$ cat config.mk
export PLATFORM = sky130hd
export DESIGN_NAME = wb_sram_bridge
export DESIGN_NICKNAME = d
export VERILOG_FILES = /design/src/rtl/wbsb_pkg.sv /design/src/rtl/wbsb_rst_sync.sv /design/src/rtl/wbsb_decode.sv /design/src/rtl/wbsb_resp.sv /design/src/rtl/wbsb_rmux.sv /design/src/rtl/wb_sram_bridge.sv
export SDC_FILE = /design/constraint.sdc
export NUM_CORES = 1
export LEC_CHECK = 0
export ABC_CLOCK_PERIOD_IN_PS = 2890
export CORE_AREA = 4 4 133 135
export CTS_CLUSTER_DIAMETER = 200
export CTS_CLUSTER_SIZE = 8
export DETAILED_ROUTE_END_ITERATION = 12
export DIE_AREA = 0 0 137 139
export PLACE_DENSITY_LB_ADDON = 0.25
export SYNTH_ARGS = -nofsm -noshare
export SYNTH_HDL_FRONTEND = slang
export SYNTH_HIERARCHICAL = 1
export SYNTH_SLANG_ARGS = --single-unit
$ cat constraint.sdc
create_clock -name clk -period 2.89 [get_ports clk]
set_clock_uncertainty 0.1 [all_clocks]
set_input_delay 0.4335 -clock clk [delete_from_list [all_inputs] [get_ports clk]]
set_output_delay 0.4335 -clock clk [all_outputs]
set_load 0.05 [all_outputs]
$ cat src/rtl/wbsb_pkg.sv
`timescale 1ns/1ps
package wbsb_pkg;
  localparam int DW      = 32;
  localparam int BW      = DW / 8;
  localparam int ADR_W   = 32;
  localparam int WIN_LSB = 16;
  localparam int WIN_W   = 4;
  localparam int NWIN    = 1 << WIN_W;

  typedef logic [WIN_W-1:0] win_t;

  // captured description of the request being answered
  typedef struct packed {
    logic mapped;
    logic rd;
    win_t win;
  } rsp_t;
endpackage

$ cat src/rtl/wbsb_rst_sync.sv
`timescale 1ns/1ps
module wbsb_rst_sync #(
  parameter int STAGES = 2
) (
  input  logic clk,
  input  logic rst_n,
  output logic rst_sync_n
);
  logic [STAGES-1:0] chain_q;
  logic [STAGES-1:0] chain_d;

  always_comb begin
    chain_d = {chain_q[STAGES-2:0], 1'b1};
  end

  always_ff @(posedge clk or negedge rst_n) begin
    if (!rst_n) chain_q <= '0;
    else        chain_q <= chain_d;
  end

  assign rst_sync_n = chain_q[STAGES-1];
endmodule

$ cat src/rtl/wbsb_decode.sv
`timescale 1ns/1ps
module wbsb_decode
  import wbsb_pkg::*;
#(
  parameter int NUM_MEM = 6
) (
  input  logic               live,
  input  logic               cyc,
  input  logic               stb,
  input  logic               busy,
  input  logic               we,
  input  logic [ADR_W-1:0]   adr,
  output logic [NUM_MEM-1:0] csn,
  output logic               wen,
  output logic               accept,
  output win_t               win,
  output logic               mapped
);
  logic               req;
  logic [NUM_MEM-1:0] hit;

  always_comb begin
    req    = live & cyc & stb & ~busy;
    win    = adr[WIN_LSB +: WIN_W];
    mapped = (32'(win) < NUM_MEM);
    accept = req;
    wen    = ~(req & mapped & we);
  end

  for (genvar i = 0; i < NUM_MEM; i++) begin : g_sel
    always_comb begin
      hit[i] = req & (win == WIN_W'(i));
    end
  end

  assign csn = ~hit;
endmodule

$ cat src/rtl/wbsb_resp.sv
`timescale 1ns/1ps
module wbsb_resp
  import wbsb_pkg::*;
(
  input  logic clk,
  input  logic rst_n,
  input  logic accept,
  input  logic we,
  input  logic mapped,
  input  win_t win,
  output logic ack,
  output rsp_t rsp
);
  logic ack_d;
  rsp_t rsp_d;
  rsp_t rsp_q;
  logic ack_q;

  always_comb begin
    ack_d = accept;
    rsp_d = rsp_q;
    if (accept) begin
      rsp_d.mapped = mapped;
      rsp_d.rd     = ~we;
      rsp_d.win    = win;
    end
  end

  always_ff @(posedge clk or negedge rst_n) begin
    if (!rst_n) begin
      ack_q <= 1'b0;
      rsp_q <= '0;
    end else begin
      ack_q <= ack_d;
      rsp_q <= rsp_d;
    end
  end

  assign ack = ack_q;
  assign rsp = rsp_q;
endmodule

$ cat src/rtl/wbsb_rmux.sv
`timescale 1ns/1ps
module wbsb_rmux
  import wbsb_pkg::*;
#(
  parameter int NUM_MEM = 6
) (
  input  logic                  ack,
  input  rsp_t                  rsp,
  input  logic [NUM_MEM*DW-1:0] mem_rdata,
  output logic [DW-1:0]         rdat
);
  logic [DW-1:0] lane [NUM_MEM];

  for (genvar i = 0; i < NUM_MEM; i++) begin : g_lane
    always_comb begin
      if (rsp.win == WIN_W'(i)) lane[i] = mem_rdata[i*DW +: DW];
      else                      lane[i] = '0;
    end
  end

  always_comb begin
    rdat = '0;
    if (ack && rsp.mapped && rsp.rd) begin
      for (int i = 0; i < NUM_MEM; i++) rdat = rdat | lane[i];
    end
  end
endmodule

$ cat src/rtl/wb_sram_bridge.sv
`timescale 1ns/1ps
module wb_sram_bridge
  import wbsb_pkg::*;
#(
  parameter int NUM_MEM = 6,
  parameter int AW      = 8
) (
  input  logic                  clk,
  input  logic                  rst_n,
  input  logic                  bus_cyc,
  input  logic                  bus_stb,
  input  logic                  bus_we,
  input  logic [31:0]           bus_adr,
  input  logic [3:0]            bus_sel,
  input  logic [31:0]           bus_wdat,
  output logic [31:0]           bus_rdat,
  output logic                  bus_ack,
  output logic [NUM_MEM-1:0]    mem_csn,
  output logic                  mem_wen,
  output logic [3:0]            mem_wmask,
  output logic [AW-1:0]         mem_addr,
  output logic [31:0]           mem_wdata,
  input  logic [NUM_MEM*32-1:0] mem_rdata
);
  logic rst_sync_n;
  logic accept;
  logic mapped;
  win_t win;
  rsp_t rsp;

  wbsb_rst_sync #(.STAGES(2)) u_rst (
    .clk        (clk),
    .rst_n      (rst_n),
    .rst_sync_n (rst_sync_n)
  );

  wbsb_decode #(.NUM_MEM(NUM_MEM)) u_dec (
    .live   (rst_sync_n),
    .cyc    (bus_cyc),
    .stb    (bus_stb),
    .busy   (bus_ack),
    .we     (bus_we),
    .adr    (bus_adr),
    .csn    (mem_csn),
    .wen    (mem_wen),
    .accept (accept),
    .win    (win),
    .mapped (mapped)
  );

  wbsb_resp u_rsp (
    .clk    (clk),
    .rst_n  (rst_sync_n),
    .accept (accept),
    .we     (bus_we),
    .mapped (mapped),
    .win    (win),
    .ack    (bus_ack),
    .rsp    (rsp)
  );

  wbsb_rmux #(.NUM_MEM(NUM_MEM)) u_mux (
    .ack       (bus_ack),
    .rsp       (rsp),
    .mem_rdata (mem_rdata),
    .rdat      (bus_rdat)
  );

  assign mem_addr  = bus_adr[AW-1:0];
  assign mem_wdata = bus_wdat;
  assign mem_wmask = bus_sel;
endmodule

After elaboration in Yosys (flattened, before gate mapping)
Index checks and enable logic that the tools add are counted.
{"block": "totals", "ff_bits": 9, "word_cells": 47, "output_inout_bits": 84}
{"block": "classes", "reduce_logical": 4, "magnitude_cmp": 1, "mux": 7, "bitwise": 20, "eq_ne": 10}
{"op": "$mux W32", "count": 7}
{"op": "$or A32 B32 Y32", "count": 5}
{"op": "$eq A4 B2 Y1 const B", "count": 4}
{"op": "$eq A4 B3 Y1 const B", "count": 4}
{"op": "$and A1 B1 Y1", "count": 11}
{"op": "$eq A4 B1 Y1 const B", "count": 2}
{"op": "$logic_not A4 Y1", "count": 2}
{"op": "$not A6 Y6", "count": 1}
{"op": "$lt A4 B3 Y1 const B", "count": 1}
{"op": "$not A1 Y1", "count": 3}
{"op": "$logic_and A1 B1 Y1", "count": 2}

Logic depth before layout (Yosys ltp)
Gate-level depths: netlist (run 1).
{"block": "logic_depth", "depth_word": 8, "depth_mapped": 6, "depth_no_buf": 3}

Hierarchy
The synthesis (run 1) kept the hierarchy.
{"mod": "wbsb_rmux", "seq_area_each_um2": 0.0, "n_inst": 1, "cells_per_inst": 219, "area_per_inst_um2": 1885.6}
{"mod": "wb_sram_bridge", "seq_area_each_um2": 0.0, "n_inst": 1, "cells_per_inst": 44, "area_per_inst_um2": 330.3}
{"mod": "wbsb_resp", "seq_area_each_um2": 175.2, "n_inst": 1, "cells_per_inst": 15, "area_per_inst_um2": 275.3}
{"mod": "wbsb_decode", "seq_area_each_um2": 0.0, "n_inst": 1, "cells_per_inst": 18, "area_per_inst_um2": 125.1}
{"mod": "wbsb_rst_sync", "seq_area_each_um2": 50.0, "n_inst": 1, "cells_per_inst": 3, "area_per_inst_um2": 53.8}

Least setup slack after synthesis (run 1)
Ideal clock, no wire load.
{"block": "synth_path", "path_kind": "reg-to-output", "start": "register u_rsp.ack_q, in the netlist u_rsp/ack", "end": "output port bus_rdat[10]", "arrival_time_ps": 1855, "path_stages_with_launch": 4, "path_slack_ps": 501, "cell_sequence": "dfrtp_1 -> nand3_1 -> clkbuf_1 -> a21oi_1"}
{"block": "synth_via", "elab_chain_len": 3}
{"item": "from (decl)", "line": "wbsb_resp.sv:17", "source": "logic ack_q;"}
{"item": "from (signal assigned)", "line": "wbsb_resp.sv:34", "source": "ack_q <= ack_d;"}
{"item": "$logic_and A1 B1 Y1 (2 in a row)", "line": "wbsb_rmux.sv:23", "source": "if (ack && rsp.mapped && rsp.rd) begin"}
{"item": "$mux W32", "line": "wbsb_rmux.sv:23"}
{"item": "to (decl)", "line": "wb_sram_bridge.sv:16", "source": "output logic [31:0] bus_rdat,"}
No other way between the ends.

Worst setup path in the final report (run 1)
{"block": "layout_path", "start": "register u_rsp.rsp_q (netlist bit u_rsp/rsp[0])", "end": "output port bus_rdat[10]"}
{"block": "layout_via", "elab_chain_len": 8, "word_cells_on_any_way": 18}
{"item": "from (decl)", "line": "wbsb_resp.sv:16", "source": "rsp_t rsp_q;"}
{"item": "from (signal assigned)", "line": "wbsb_resp.sv:35", "source": "rsp_q <= rsp_d;"}
{"item": "$eq A4 B1 Y1 / $logic_not A4 Y1 (equally long branches)", "line": "wbsb_rmux.sv:16", "source": "if (rsp.win == WIN_W'(i)) lane[i] = mem_rdata[i*DW +: DW];"}
{"item": "$mux W32", "line": "wbsb_rmux.sv:16"}
{"item": "$or A32 B32 Y32 (4 in a row)", "line": "wbsb_rmux.sv:24", "source": "for (int i = 0; i < NUM_MEM; i++) rdat = rdat | lane[i];"}
{"item": "$or A32 B32 Y32 (*)", "line": "wbsb_rmux.sv:24"}
{"item": "$mux W32 (*)", "line": "wbsb_rmux.sv:23"}
Every way passes the cells marked *; elsewhere a longest branch is shown, timed or not.

==> reports/results.tsv, run 1 <==
stage	metric	value	unit
layout	fin area	0.00532	sq mm
placement	GPL Wtd Cong	0.707	
clocking	CTS clk-pin slew, worst paths	40	ps
clocking	Root Driver	clkbuf_16	
clocking	Clk Latency, worst-skew pair	230	ps
route	DR WL/cell	17.7	um
route	DRT iter0 DRCs	97	
logic_synthesis	Netlist cell types	23	
power_and_ir_drop	Peak supply drop	212	uV
sta	WHS	23.2	ps
logic_synthesis	Synth Register Bits	9	
setup_path	Critical Path Fanout Max	33	
sta	Final setup violation count	0	
status	status	finished, final reports clean	
clocking	clock tree buffer depth	2	
flow_run	Max Cap Viol	0	
layout	Sequential cell area	229	sq um
sta	maximum clock rate	0.387	GHz
route	vias per std cell	4.20	
logic_synthesis	top cells by area, synth	mux2_2 (37%), buf_4 (14%), dfrtp_1 (8.4%)	
clocking	postcts setup bufs	0	
setup_path	most frequent CP cell	buf_12	
clocking	CTS tree	done	
sta	fin crit period	2590	ps
setup_path	Setup crit start kind	flip-flop	
route	vias	2957	
sta	fin worst setup slack	305	ps
logic_synthesis	mapped cell area	0.00267	sq mm
logic_synthesis	Seq/Total Area, Yosys	0.0843	
logic_synthesis	Yosys Warn Count	6	
clocking	clk sinks	9	
setup_path	critical path class	flip-flop to output pin	
logic_synthesis	Syn Nets	564	
logic_synthesis	Syn Area/Cell	8.93	sq um
setup_path	slowest stage delay, CP	620	ps
logic_synthesis	Synth top area share	0.371	
grt	first-pass GRT wire length	17.6	mm
floorplanning	core area	0.0165	sq mm
layout	n_diodes	0	
route	DRC	0	
placement	Placed Area	0.00524	sq mm
route	drt pass-1 iters	4	
logic_synthesis	EDFF count, synth	0	
logic_synthesis	cell with the most instances after synthesis	mux2_2	
logic_synthesis	fraction of registers with async set/reset	1.00	
placement	port buffer count	240	
hold_path	Hold Crit Class	flip-flop to async pin	
floorplanning	Initial Util	0.162	
logic_synthesis	leading area contributor after synthesis	mux2_2	
floorplanning	# IOs	349	
setup_path	Worst path slowest cell	dfrtp_4	
sta	Final Cycle Share	0.895	
layout	Multi-input gate area	0.00191	sq mm
logic_synthesis	commonest cells in the netlist	mux2_2 (88), buf_4 (50), a21oi_1 (33), nand2_1 (33), a22oi_1 (24)	
layout	layout cells sized above 1	0.351	
placement	post-place setup slack	525	ps
clocking	total CTS buffers	3	
setup_path	Worst EP required	2360	ps
grt	vias in the first global route	3249	
grt	grt ovf	0	
sta	RSZ-0062 raised after global routing	false	
setup_path	CP cell instances	buf_12 -> mux2_2 -> a22oi_1 -> a21oi_1 -> buf_12	
floorplanning	Rows	47	
layout	Post-Layout Cell Count	704	
setup_path	CP arrival	2050	ps
layout	Layout area overhead	99.2	%
placement	placed cells	700	
floorplanning	Die Span Y	139	um
clocking	cts hold-fix bufs	0	
setup_path	Bufs and invs on worst path	2	
logic_synthesis	top_reg_cell synth	dfrtp_1	
grt	GRT Resource Usage Total	0.118	
logic_synthesis	Gate Count Post-Synth	299	
layout	Nets	750	
layout	fill cell count	1691	
route	post-route ant nets	0	
power_and_ir_drop	Pwr Density	275	mW/mm^2
setup_path	CP endpoint kind	output pin	
sta	sum of negative setup slack	0	ps
sta	Hold Vio Cnt, Final	0	
route	drt total wl	12.4	mm
placement	HPWL after detailed placement	10.6	mm
sta	Final Slew Violations	0	
floorplanning	die area	0.0190	sq mm
floorplanning	Chip Width	137	um
setup_path	kind of cell adding the most delay to the critical path	flip-flops	
power_and_ir_drop	Leak	1.88	nW
clocking	H-tree levels	1	
clocking	cts repair resizes	0	
grt	pin count of the biggest net entering global routing	34	
grt	initial antenna violation count	0	
[sequential cells by signal, summed over array words and instances, names as in the netlist]
name           flops
u_rsp/ack          1
u_rsp/rsp          6
u_rst/chain_q      2
[worst register-to-register path, delay by kind of cell (launching register included)]
kind,cells,cell delay [ps]
and+or+nand+nor,1,400
muxes,1,310
buffers and inverters,1,230
DFF,1,510
[power breakdown]
group          switching, W  internal, W  leakage, nW
sequential        0.0000524     0.000148        0.107
combinational      0.000377     0.000644         1.73
clock             0.0000575     0.000184       0.0382
total              0.000486     0.000976         1.88
[through the flow]
step	power [W]	utilization
after floorplan	0.000988	-
after global placement	0.00123	0.318
after detailed placement	0.00124	0.318
after CTS	0.00149	0.323
after global routing	0.00156	0.323
final	0.00146	0.323
[layout by cell type (no fill, tap or decap)]
| master | netlist | final |
|---|---|---|
| clkdlybuf4s50_1 | 0 | 201 |
| mux2_2 | 88 | 88 |
| buf_12 | 0 | 33 |
| a21oi_1 | 33 | 33 |
| nand2_1 | 33 | 33 |
| a22oi_1 | 24 | 24 |
| buf_4 | 50 | 20 |
| mux2_4 | 13 | 13 |
| a22oi_2 | 8 | 8 |
| dfrtp_1 | 9 | 8 |
| nand4b_1 | 4 | 4 |
| clkbuf_16 | 0 | 3 |
| nor2_1 | 2 | 2 |
| nand3_1 | 3 | 2 |
| nor3b_4 | 0 | 2 |
| clkbuf_1 | 3 | 1 |
| and4b_1 | 1 | 1 |
| nor2b_1 | 1 | 1 |
| nand4_1 | 1 | 1 |
| nor3_4 | 0 | 1 |
| nand3_2 | 0 | 1 |
| inv_1 | 1 | 1 |
| mux2i_1 | 1 | 1 |
| dfrtp_4 | 0 | 1 |
| conb_1 | 1 | 1 |
[worst paths after layout]
path	to	slack, ps	cells after the start	startpoint
setup / recovery	bus_rdat[10]	300	5	u_rsp/rsp[0]
hold / removal	u_rsp/rsp[3]	20	0	u_rst/chain_q[1]
setup reg to reg	u_rsp/rsp[5]	1210	3	u_rst/chain_q[1]
hold reg to reg	u_rsp/rsp[3]	20	0	u_rst/chain_q[1]
max in group asynchronous	u_rst/chain_q[1]	2310	1	rst_n
min in group clk	u_rst/chain_q[1]	250	0	u_rst/chain_q[0]
[layout make-up]
type	count	share of cell area
Sequential cell	9	0.0431
Tap cell	220	0.0518
Inverter	1	0.000706
Clock buffer	4	0.0148
Timing Repair Buffer	254	0.531
Multi-Input combinational cell	216	0.359
[metal layers]
layer | part of all wire | vias up | global-route usage | wire [um]
met5 | 0 | - | 0 | 0
met2 | 0.53 | 178 | 0.234 | 6530
met3 | 0.11 | 22 | 0.0312 | 1390
met4 | 0.020 | 0 | 0.0294 | 246
li1 | - | 1417 | - | -
met1 | 0.34 | 1340 | 0.119 | 4260
[cell families (layout without fill, tap and decap cells)]
group,Yosys count,after routing,share of synthesized area
other,1,1,0.00140
muxes,102,102,0.448
and+or+nand+nor,48,48,0.0895
buffers and inverters,74,259,0.210
AOI/OAI and AO/OA,65,65,0.167
DFF,9,9,0.0844
Note: power is estimated with default switching activity, not from simulation.
==> run 2: changes to the inputs <==
--- a/config.mk
+++ b/config.mk
@@ -11,6 +11,7 @@
 export CTS_CLUSTER_SIZE = 8
 export DETAILED_ROUTE_END_ITERATION = 12
 export DIE_AREA = 0 0 137 139
+export HOLD_SLACK_MARGIN = 0.06
 export PLACE_DENSITY_LB_ADDON = 0.25
 export SYNTH_ARGS = -nofsm -noshare
 export SYNTH_HDL_FRONTEND = slang
==> run 2 against run 1 <==
Global-route usage about the same. Hold slack better by 220 ps. Setup slack about the same. Largest power group unchanged. First-iteration DRC count down 10%. Maximum frequency about the same. Non-clock buffer count up 1. Critical path type unchanged. Die area unchanged.
==> reports/results.tsv, run 2 (synthesized netlist as in run 1, its figures left out) <==
stage	metric	value	unit
status	status	finished, final reports clean	
setup_path	Worst R2R End	u_rsp/rsp[5]	
clocking	H-tree levels	1	
clocking	cts repair resizes	0	
layout	Nets	751	
sta	RSZ-0062 raised after global routing	false	
floorplanning	Initial Util	0.162	
setup_path	Worst EP required	2360	ps
route	post-route ant nets	0	
placement	placed cells	700	
clocking	postcts setup bufs	0	
clocking	Clk Latency, worst-skew pair	230	ps
clocking	clock tree buffer depth	2	
route	DRC	0	
setup_path	CP arrival	2050	ps
placement	HPWL after detailed placement	10.6	mm
grt	first-pass GRT wire length	17.7	mm
layout	commonest cells after routing, fill and taps aside	clkdlybuf4s50_1 (201), mux2_2 (88), buf_12 (33), a21oi_1 (33), nand2_1 (33)	
floorplanning	Die Span Y	139	um
sta	sum of negative setup slack	0	ps
setup_path	Critical Path Fanout Max	33	
sta	maximum clock rate	0.387	GHz
sta	Final Cycle Share	0.895	
placement	GPL Wtd Cong	0.707	
floorplanning	# IOs	349	
layout	fin area	0.00533	sq mm
layout	Largest register FFs	6	
hold_path	Hold Crit Class	flip-flop to flip-flop	
floorplanning	Rows	47	
layout	Layout area overhead	99.5	%
setup_path	critical path class	flip-flop to output pin	
clocking	CTS tree	done	
power_and_ir_drop	Pwr Density	275	mW/mm^2
power_and_ir_drop	Power Total	0.00146	W
sta	fin crit period	2590	ps
clocking	total CTS buffers	3	
floorplanning	Chip Width	137	um
floorplanning	core area	0.0165	sq mm
setup_path	R2R Path Start	u_rsp/ack	
placement	Placed Area	0.00524	sq mm
hold_path	worst hold stages	0	
sta	Final setup violation count	0	
clocking	clk sinks	9	
grt	GRT Resource Usage Total	0.118	
sta	Final Slew Violations	0	
layout	n_diodes	0	
sta	Hold Vio Cnt, Final	0	
grt	vias in the first global route	3259	
hold_path	worst hold start	u_rst/chain_q[0]	
route	DR WL/cell	17.7	um
route	vias	2965	
placement	port buffer count	240	
hold_path	Hold Path End	u_rst/chain_q[1]	
floorplanning	die area	0.0190	sq mm
route	drt pass-1 iters	4	
route	vias per std cell	4.21	
setup_path	reg-to-reg setup timing slack	1290	ps
power_and_ir_drop	Leak	1.88	nW
route	DRT iter0 DRCs	87	
setup_path	CP endpoint kind	output pin	
grt	grt ovf	0	
grt	initial antenna violation count	0	
flow_run	Max Cap Viol	0	
layout	commonest non-fill, non-tap cell in the layout	clkdlybuf4s50_1	
route	drt total wl	12.5	mm
sta	WHS	246	ps
clocking	CTS clk-pin slew, worst paths	40	ps
setup_path	Setup crit start kind	flip-flop	
clocking	Root Driver	clkbuf_16	
layout	layout cells sized above 1	0.351	
setup_path	R2R depth	3	
grt	pin count of the biggest net entering global routing	34	
power_and_ir_drop	Peak supply drop	212	uV
clocking	cts hold-fix bufs	1	
layout	Post-Layout Cell Count	705	
run 2: changes by cell type in the layout (fill, tap and decap cells not counted):
cell	previous run	this run
dlygate4sd3_1	0	1
run 2: area by class of cell:
cell class	instances	area, sq um
clock buffers	4	78.8
fillers	1691	11100
inverters	1	3.75
multi-input cells	216	1910
flip-flops and latches	9	229
well taps	220	275
repair buffers	255	2830
run 2: where the power goes:
group	leakage (nW)	switching [W]	total (W)	internal, W
registers	0.107	0.0000510	0.000199	0.000148
logic	1.73	0.000379	0.00102	0.000645
clock network	0.0382	0.0000577	0.000242	0.000184
total	1.88	0.000487	0.00146	0.000977
run 2: per-layer routing:
metal / global-route usage / vias to the layer above / wire length [um]
li1: - / 1420 / -
met1: 0.119 / 1345 / 4270
met2: 0.234 / 178 / 6560
met3: 0.0312 / 22 / 1390
met4: 0.0294 / 0 / 246
met5: 0 / - / 0
run 2: worst max-delay path by stage:
| stage | startpoint | to | slack (ps) | cells past startpoint |
|---|---|---|---|---|
| CTS | u_rsp/rsp[0] | bus_rdat[10] | 270 | 5 |
| global route | u_rsp/rsp[0] | bus_rdat[10] | 220 | 5 |
| global placement | u_rsp/rsp[0] | bus_rdat[10] | 550 | 5 |
| floorplan | u_rsp/ack | bus_rdat[10] | 500 | 3 |
| finish | u_rsp/rsp[0] | bus_rdat[10] | 300 | 5 |
| detailed placement | u_rsp/rsp[0] | bus_rdat[10] | 530 | 5 |
run 2: critical path, stage by stage, from the launching register on:
cell and delay (ps):
dfrtp_4 620, buf_12 250, mux2_2 350, a22oi_1 260, a21oi_1 150, buf_12 170
run 2: per-stage QoR:
stage | utilization | worst slack, ps
3_3_place_gp | 0.318 | 553
4_1_cts | 0.324 | 274
6_report | 0.324 | 304
3_5_place_dp | 0.318 | 525
2_1_floorplan | - | 501
5_1_grt | 0.324 | 224
